`config.mk`:
```
export PLATFORM = sky130hd
export DESIGN_NAME = xlat_mode_sel
export DESIGN_NICKNAME = d
export VERILOG_FILES = /design/src/rtl/xlat_sel_pkg.sv /design/src/rtl/xlat_window.sv /design/src/rtl/xlat_first_hit.sv /design/src/rtl/xlat_canon_chk.sv /design/src/rtl/xlat_mode_sel.sv
export SDC_FILE = /design/constraint.sdc
export NUM_CORES = 1
export LEC_CHECK = 0
export BUFFER_PORTS_ARGS = -buffer_cell sky130_fd_sc_hd__buf_2
export CORE_AREA = 2 2 179 181
export DETAILED_ROUTE_END_ITERATION = 6
export DIE_AREA = 0 0 181 183
export GPL_TIMING_DRIVEN = 0
export PLACE_DENSITY = 0.57
export SETUP_SLACK_MARGIN = 0.2
export SYNTH_ARGS = -nofsm -noshare
export SYNTH_HDL_FRONTEND = slang
export SYNTH_SLANG_ARGS = --single-unit
export TNS_END_PERCENT = 30
```
`constraint.sdc`:
```
create_clock -name clk -period 2.5 [get_ports clk]
set_clock_uncertainty 0.05 [all_clocks]
set_input_delay 0.125 -clock clk [delete_from_list [all_inputs] [get_ports clk]]
set_output_delay 0.125 -clock clk [all_outputs]
set_load 0.03 [all_outputs]
```
`src/rtl/xlat_sel_pkg.sv`:
```
package xlat_sel_pkg;

    typedef enum logic [1:0] {
        OUT_MATCH   = 2'd0,
        OUT_BADADDR = 2'd1,
        OUT_TLB     = 2'd2
    } xlat_out_e;

    typedef enum logic {
        ST_IDLE    = 1'b0,
        ST_RESOLVE = 1'b1
    } xlat_state_e;

    localparam int PERM_W = 3;
    localparam logic [PERM_W-1:0] PERM_RWX  = 3'b111;
    localparam logic [PERM_W-1:0] PERM_NONE = 3'b000;

endpackage

```
`src/rtl/xlat_window.sv`:
```
module xlat_window #(
    parameter int ADDR_W     = 64,
    parameter int VA_W       = 48,
    parameter int SEG64_LSB  = 60,
    parameter int SEG32_LSB  = 29,
    parameter int SEG32_W    = 3,
    parameter int PSEG32_LSB = 25,
    parameter int KERN_BIT   = 0,
    parameter int USER_BIT   = 3
) (
    input  logic [ADDR_W-1:0] cfg,
    input  logic [ADDR_W-1:0] vaddr,
    input  logic              is_user,
    input  logic              wide,
    output logic              hit,
    output logic [ADDR_W-1:0] paddr
);
    localparam int SEG32_MSB  = SEG32_LSB + SEG32_W - 1;
    localparam int PSEG32_MSB = PSEG32_LSB + SEG32_W - 1;
    localparam int PAD32_W    = ADDR_W - SEG32_LSB - SEG32_W;
    localparam int PAD64_W    = ADDR_W - VA_W;

    logic [ADDR_W-1:0] priv_mask;
    logic              priv_ok;
    logic              seg_ok;
    logic [ADDR_W-1:0] pa_wide;
    logic [ADDR_W-1:0] pa_narrow;
    logic              unused_bits;

    always_comb begin
        priv_mask           = '0;
        priv_mask[KERN_BIT] = ~is_user;
        priv_mask[USER_BIT] = is_user;
    end

    assign priv_ok = |(priv_mask & cfg);

    assign seg_ok = wide ? (vaddr[ADDR_W-1:SEG64_LSB] == cfg[ADDR_W-1:SEG64_LSB])
                         : (vaddr[SEG32_MSB:SEG32_LSB] == cfg[SEG32_MSB:SEG32_LSB]);

    assign pa_wide   = {{PAD64_W{1'b0}}, vaddr[VA_W-1:0]};
    assign pa_narrow = {{PAD32_W{1'b0}}, cfg[PSEG32_MSB:PSEG32_LSB], vaddr[SEG32_LSB-1:0]};

    assign hit   = priv_ok & seg_ok;
    assign paddr = wide ? pa_wide : pa_narrow;

    assign unused_bits = ^{cfg, vaddr};

endmodule

```
`src/rtl/xlat_first_hit.sv`:
```
module xlat_first_hit #(
    parameter int N = 4,
    parameter int W = 64,
    localparam int IDX_W = (N > 1) ? $clog2(N) : 1
) (
    input  logic [N-1:0]   hits,
    input  logic [N*W-1:0] cand,
    output logic           any,
    output logic [IDX_W-1:0] idx,
    output logic [W-1:0]   sel
);
    always_comb begin
        any = 1'b0;
        idx = '0;
        sel = '0;
        for (int i = N - 1; i >= 0; i--) begin
            if (hits[i]) begin
                any = 1'b1;
                idx = IDX_W'(i);
                sel = cand[i*W +: W];
            end
        end
    end

endmodule

```
`src/rtl/xlat_canon_chk.sv`:
```
module xlat_canon_chk #(
    parameter int ADDR_W = 64,
    parameter int VA_W   = 48,
    parameter int EXT_W  = 16
) (
    input  logic [ADDR_W-1:0] vaddr,
    output logic              ok
);
    logic [EXT_W-1:0] ext;
    logic             unused_bits;

    assign ext         = vaddr[VA_W+EXT_W-1:VA_W];
    assign ok          = (&ext) | ~(|ext);
    assign unused_bits = ^vaddr;

endmodule

```
`src/rtl/xlat_mode_sel.sv`:
```
module xlat_mode_sel
    import xlat_sel_pkg::*;
#(
    parameter int ADDR_W     = 64,
    parameter int VA_W       = 48,
    parameter int PA_W       = 48,
    parameter int EXT_W      = 16,
    parameter int NWIN       = 4,
    parameter int SEG64_LSB  = 60,
    parameter int SEG32_LSB  = 29,
    parameter int SEG32_W    = 3,
    parameter int PSEG32_LSB = 25,
    parameter int KERN_BIT   = 0,
    parameter int USER_BIT   = 3,
    localparam int WIN_IDX_W = (NWIN > 1) ? $clog2(NWIN) : 1
) (
    input  logic                   clk,
    input  logic                   rst_n,
    input  logic                   req_valid,
    output logic                   req_ready,
    input  logic [ADDR_W-1:0]      req_vaddr,
    input  logic                   req_user,
    input  logic                   req_wide,
    input  logic                   req_da,
    input  logic                   req_pg,
    input  logic [NWIN*ADDR_W-1:0] win_cfg,
    output logic                   rsp_valid,
    output logic [1:0]             rsp_code,
    output logic [ADDR_W-1:0]      rsp_paddr,
    output logic [PERM_W-1:0]      rsp_perm,
    output logic [WIN_IDX_W-1:0]   rsp_win,
    output logic                   rsp_tlb_req,
    output logic [ADDR_W-1:0]      rsp_tlb_vaddr
);
    localparam int PA_PAD_W = ADDR_W - PA_W;

    xlat_state_e state_q, state_d;

    logic [ADDR_W-1:0] cap_vaddr;
    logic              cap_user;
    logic              cap_wide;
    logic              cap_da;
    logic              cap_pg;

    logic [NWIN-1:0]        win_hit;
    logic [NWIN*ADDR_W-1:0] win_pa;
    logic                   any_hit;
    logic [WIN_IDX_W-1:0]   hit_idx;
    logic [ADDR_W-1:0]      hit_pa;
    logic                   canon_ok;
    logic                   direct;
    logic [ADDR_W-1:0]      direct_pa;

    xlat_out_e             dec_code;
    logic [ADDR_W-1:0]     dec_paddr;
    logic [PERM_W-1:0]     dec_perm;
    logic [WIN_IDX_W-1:0]  dec_win;
    logic                  dec_tlb;

    // ---------------- window decoders, one per window ----------------
    for (genvar g = 0; g < NWIN; g++) begin : g_win
        xlat_window #(
            .ADDR_W    (ADDR_W),
            .VA_W      (VA_W),
            .SEG64_LSB (SEG64_LSB),
            .SEG32_LSB (SEG32_LSB),
            .SEG32_W   (SEG32_W),
            .PSEG32_LSB(PSEG32_LSB),
            .KERN_BIT  (KERN_BIT),
            .USER_BIT  (USER_BIT)
        ) u_win (
            .cfg    (win_cfg[g*ADDR_W +: ADDR_W]),
            .vaddr  (cap_vaddr),
            .is_user(cap_user),
            .wide   (cap_wide),
            .hit    (win_hit[g]),
            .paddr  (win_pa[g*ADDR_W +: ADDR_W])
        );
    end

    xlat_first_hit #(
        .N(NWIN),
        .W(ADDR_W)
    ) u_prio (
        .hits(win_hit),
        .cand(win_pa),
        .any (any_hit),
        .idx (hit_idx),
        .sel (hit_pa)
    );

    xlat_canon_chk #(
        .ADDR_W(ADDR_W),
        .VA_W  (VA_W),
        .EXT_W (EXT_W)
    ) u_canon (
        .vaddr(cap_vaddr),
        .ok   (canon_ok)
    );

    // ---------------- outcome decision ----------------
    assign direct    = cap_da & ~cap_pg;
    assign direct_pa = {{PA_PAD_W{1'b0}}, cap_vaddr[PA_W-1:0]};

    always_comb begin
        dec_code  = OUT_MATCH;
        dec_paddr = '0;
        dec_perm  = PERM_NONE;
        dec_win   = '0;
        dec_tlb   = 1'b0;
        if (direct) begin
            dec_paddr = direct_pa;
            dec_perm  = PERM_RWX;
        end else if (any_hit) begin
            dec_paddr = hit_pa;
            dec_perm  = PERM_RWX;
            dec_win   = hit_idx;
        end else if (canon_ok) begin
            dec_code = OUT_TLB;
            dec_tlb  = 1'b1;
        end else begin
            dec_code = OUT_BADADDR;
        end
    end

    // ---------------- state register ----------------
    always_comb begin
        state_d = state_q;
        unique case (state_q)
            ST_IDLE:    if (req_valid) state_d = ST_RESOLVE;
            ST_RESOLVE: state_d = ST_IDLE;
        endcase
    end

    always_ff @(posedge clk) begin
        if (!rst_n) state_q <= ST_IDLE;
        else        state_q <= state_d;
    end

    assign req_ready = (state_q == ST_IDLE);

    // ---------------- request capture ----------------
    always_ff @(posedge clk) begin
        if (!rst_n) begin
            cap_vaddr <= '0;
            cap_user  <= 1'b0;
            cap_wide  <= 1'b0;
            cap_da    <= 1'b0;
            cap_pg    <= 1'b0;
        end else if (state_q == ST_IDLE && req_valid) begin
            cap_vaddr <= req_vaddr;
            cap_user  <= req_user;
            cap_wide  <= req_wide;
            cap_da    <= req_da;
            cap_pg    <= req_pg;
        end
    end

    // ---------------- response registers ----------------
    always_ff @(posedge clk) begin
        if (!rst_n) begin
            rsp_valid     <= 1'b0;
            rsp_code      <= OUT_MATCH;
            rsp_paddr     <= '0;
            rsp_perm      <= PERM_NONE;
            rsp_win       <= '0;
            rsp_tlb_req   <= 1'b0;
            rsp_tlb_vaddr <= '0;
        end else begin
            unique case (state_q)
                ST_RESOLVE: begin
                    rsp_valid     <= 1'b1;
                    rsp_code      <= dec_code;
                    rsp_paddr     <= dec_paddr;
                    rsp_perm      <= dec_perm;
                    rsp_win       <= dec_win;
                    rsp_tlb_req   <= dec_tlb;
                    rsp_tlb_vaddr <= dec_tlb ? cap_vaddr : '0;
                end
                ST_IDLE: begin
                    rsp_valid     <= 1'b0;
                    rsp_code      <= OUT_MATCH;
                    rsp_paddr     <= '0;
                    rsp_perm      <= PERM_NONE;
                    rsp_win       <= '0;
                    rsp_tlb_req   <= 1'b0;
                    rsp_tlb_vaddr <= '0;
                end
            endcase
        end
    end

endmodule

```
==> results.md <==
* Post-DR wirelength/cell at 14.53 um
* Clk buf depth at 2
* Core area at 31230 sq um
* Initial antenna violation count at 5
* Post-layout min period at 2334 ps
* Startpoint types: flop
* Final hold slack at 46.40 ps
* Adder-cell share of the synthesized area at 0%
* Max IR drop VDD at 0.0004598 V
* GR Overflow Total at 0
* Final wirelength at 21.16 mm
* GRT Util Overall at 12.44%
* Initial cell density of the core at 21.17%
* H-tree depth at 4
* Die width at 181 um
* Row cnt at 65
* Largest net degree at the start of global routing at 17
* Gp weighted congestion at 0.7715
* Antenna violation net count after detailed routing at 0
* Vias in the first global route at 5534
* CP Data Required Time at 2820 ps
* DRT iter0 DRCs at 213
* RSZ-0062 raised after global routing: yes
* DR vias at 5695
* Cts bufs inserted at 17
* Latest clock arrival within the worst-skew pair at 440 ps
* Share of cells above drive strength 1 at 34.06%
* Simple-Gate Fraction of Synth Area at 22.78%
* Die height at 183 um
* DRT Pass-1 Iters at 4
* Die area at 33120 sq um
* Crit share post-route at 93.35%
* Most frequent cells in the layout: buf_2, dfxtp_1, nand2_1
* Area grow syn2layout at 53.00%
* Clk sinks at 188
* Clk pin slew, worst setup/hold paths at 70 ps
* # port buffers at 240
* Multiplexer area fraction after synthesis at 0.6433%
* Sequential area share after synthesis at 56.92%
* Yosys reg bits at 188
* Final nets at 1365
* Yosys cell types at 38
* Max Slew Vio Count at 0
* Pleak at 4.598 nW
* Post-Place Cell Area at 8373 sq um
* XOR/XNOR Fraction of Synth Area at 3.709%
* Crit path kind: flop to flop
* CP arrival at 2650 ps
* Combinational family with the most area after synthesis: simple AND/OR/NAND/NOR gates
* Syn_area_per_cell at 9.767 sq um
* Global-route wire length before repair at 30.95 mm
* Yosys warnings at 0
* Syn Std Cell Area at 6613 sq um
* Commonest non-fill, non-tap cell in the layout: buf_2
* Final Hold Vio Count at 0
* Synth Area in Compound Gates at 10.61%
* HPWL after DPL at 15.75 mm
* Max transition margin at 60.64%
* DR DRC count at 0
* Design Area, Final at 10120 sq um
* Setup violations, final at 0
* Max Clock Freq at 428.5 MHz
* Vias per cell at 3.911
* CTS root buf: clkbuf_16
* Syn Inst Count at 677
* Worst setup EP type: flop
* TritonCTS clock tree: yes
* Critical path peak fanout at 10
* I/O pin count at 465
* Worst-Margin Slew at 590.4 ps
* Worst min path class: primary input to flop
* Max Cap Viol at 0
* Power Density at 639.5 nW/um^2
* Status: finished, final reports clean
[state kept, by name (all words and copies together) (netlist names), 2 cells and up]
name           cells
cap_vaddr         64
rsp_win            2
rsp_paddr         48
rsp_code           2
rsp_tlb_vaddr     64
[worst max-delay path, cell delays in order, from the launching register on]
cell and delay, ps:
dfxtp_1 300, buf_4 180, xor2_4 190, nor4_4 250
buf_4 180, o2bb2ai_4 150, nor4_4 50, buf_6 130
buf_4 130, a21oi_4 130, buf_12 140, buf_2 210
and3_1 170
[per-layer routing]
metal  track usage [%]  up-vias  share of wire (%)
met5                 0        -              0.061
met4             4.748        2                1.7
met3             3.118       22                5.2
met2             22.12      164                 50
met1             14.42     2625                 43
li1                  -     2882                  -
[worst paths after layout]
path                         startpoint                        to  slack (ps)  cells after the start
max          cap_vaddr[61]$_SDFFE_PN0P_  rsp_paddr[45]$_SDFF_PN0_         170                     12
min                         win_cfg[27]  rsp_paddr[31]$_SDFF_PN0_          50                      4
max reg2reg  cap_vaddr[61]$_SDFFE_PN0P_  rsp_paddr[45]$_SDFF_PN0_         170                     12
min reg2reg         cap_pg$_SDFFE_PN0P_       cap_pg$_SDFFE_PN0P_         420                      2
[cell usage after synthesis]
cell       instances  area share [%]
dfxtp_1          188              57
buf_4             24             2.7
nor4_1             7            0.66
clkinv_1           1           0.057
nor3b_1            1            0.11
nor2_1             9            0.51
a21oi_1            6            0.45
nand4_1            7            0.66
nor3b_2            1            0.19
and2_1            97             9.2
conb_1             1           0.057
mux2i_1            2            0.30
nand2_1          143             8.1
nor4_4             1            0.32
buf_1              2            0.11
xnor2_1           24             3.2
clkbuf_1          28             1.6
and4_1             2            0.26
a21boi_0          68             7.7
nand3_1            6            0.45
o2bb2ai_1          1            0.13
a221oi_1           3            0.40
and3_1            16             1.5
nor2b_1            3            0.28
a32o_1             3            0.45
o21a_1             1            0.11
o221ai_1           3            0.40
inv_1              2            0.11
nand2b_1           2            0.19
or3b_1             1            0.13
o22ai_1            1           0.095
a21oi_2            1            0.13
o22ai_2            2            0.38
xor2_1             4            0.53
mux2_1             2            0.34
a22oi_1            3            0.34
or2_1              2            0.19
buf_2              9            0.68
[what timing repair did]
action                                  4_1_cts  5_1_grt
pin swaps                                     4        8
endpoints found under the hold margin        68        0
gates resized for setup                      45       21
buffers inserted                              9        5
hold buffers                                 68        0
endpoints found under the setup margin      114      120
cloned                                        3        2
[per-stage QoR]
stage,TNS [ps],utilization [%],total power (W),worst slack [ps],cells
2_1_floorplan,0,-,0.003499,417.8,692
3_3_place_gp,-44960,26.81,0.003724,-670.7,1334
3_5_place_dp,-46050,26.81,0.003733,-701.2,1334
4_1_cts,0,31.93,0.006537,95.51,1446
5_1_grt,0,32.39,0.006743,8.321,1455
6_report,0,32.40,0.006470,166.4,1456
[cell families after synthesis]
group,count (synthesis)
mux,4
flops,188
compound gates,92
simple gates,298
other cells,1
xor+xnor,28
buf+inv,66
[layout make-up]
cell class	instances	area [sq um]
flip-flops and latches	188	3765
clock buffers	20	456.7
plain buffers	63	416.7
fillers	3263	21110
diodes	3	7.507
well taps	402	503.0
clock inverters	12	116.4
inverters	3	12.51
repair buffers	326	2087
multi-input cells	439	2753
[where the power goes]
part           total (W)  switching, W  leakage (nW)  internal [W]
clock            0.00264       0.00120         0.277       0.00144
sequential       0.00311     0.0000417          1.53       0.00307
combinational   0.000721      0.000374          2.79      0.000347
total            0.00647       0.00162          4.60       0.00485
(Power assumes the default switching activity.)
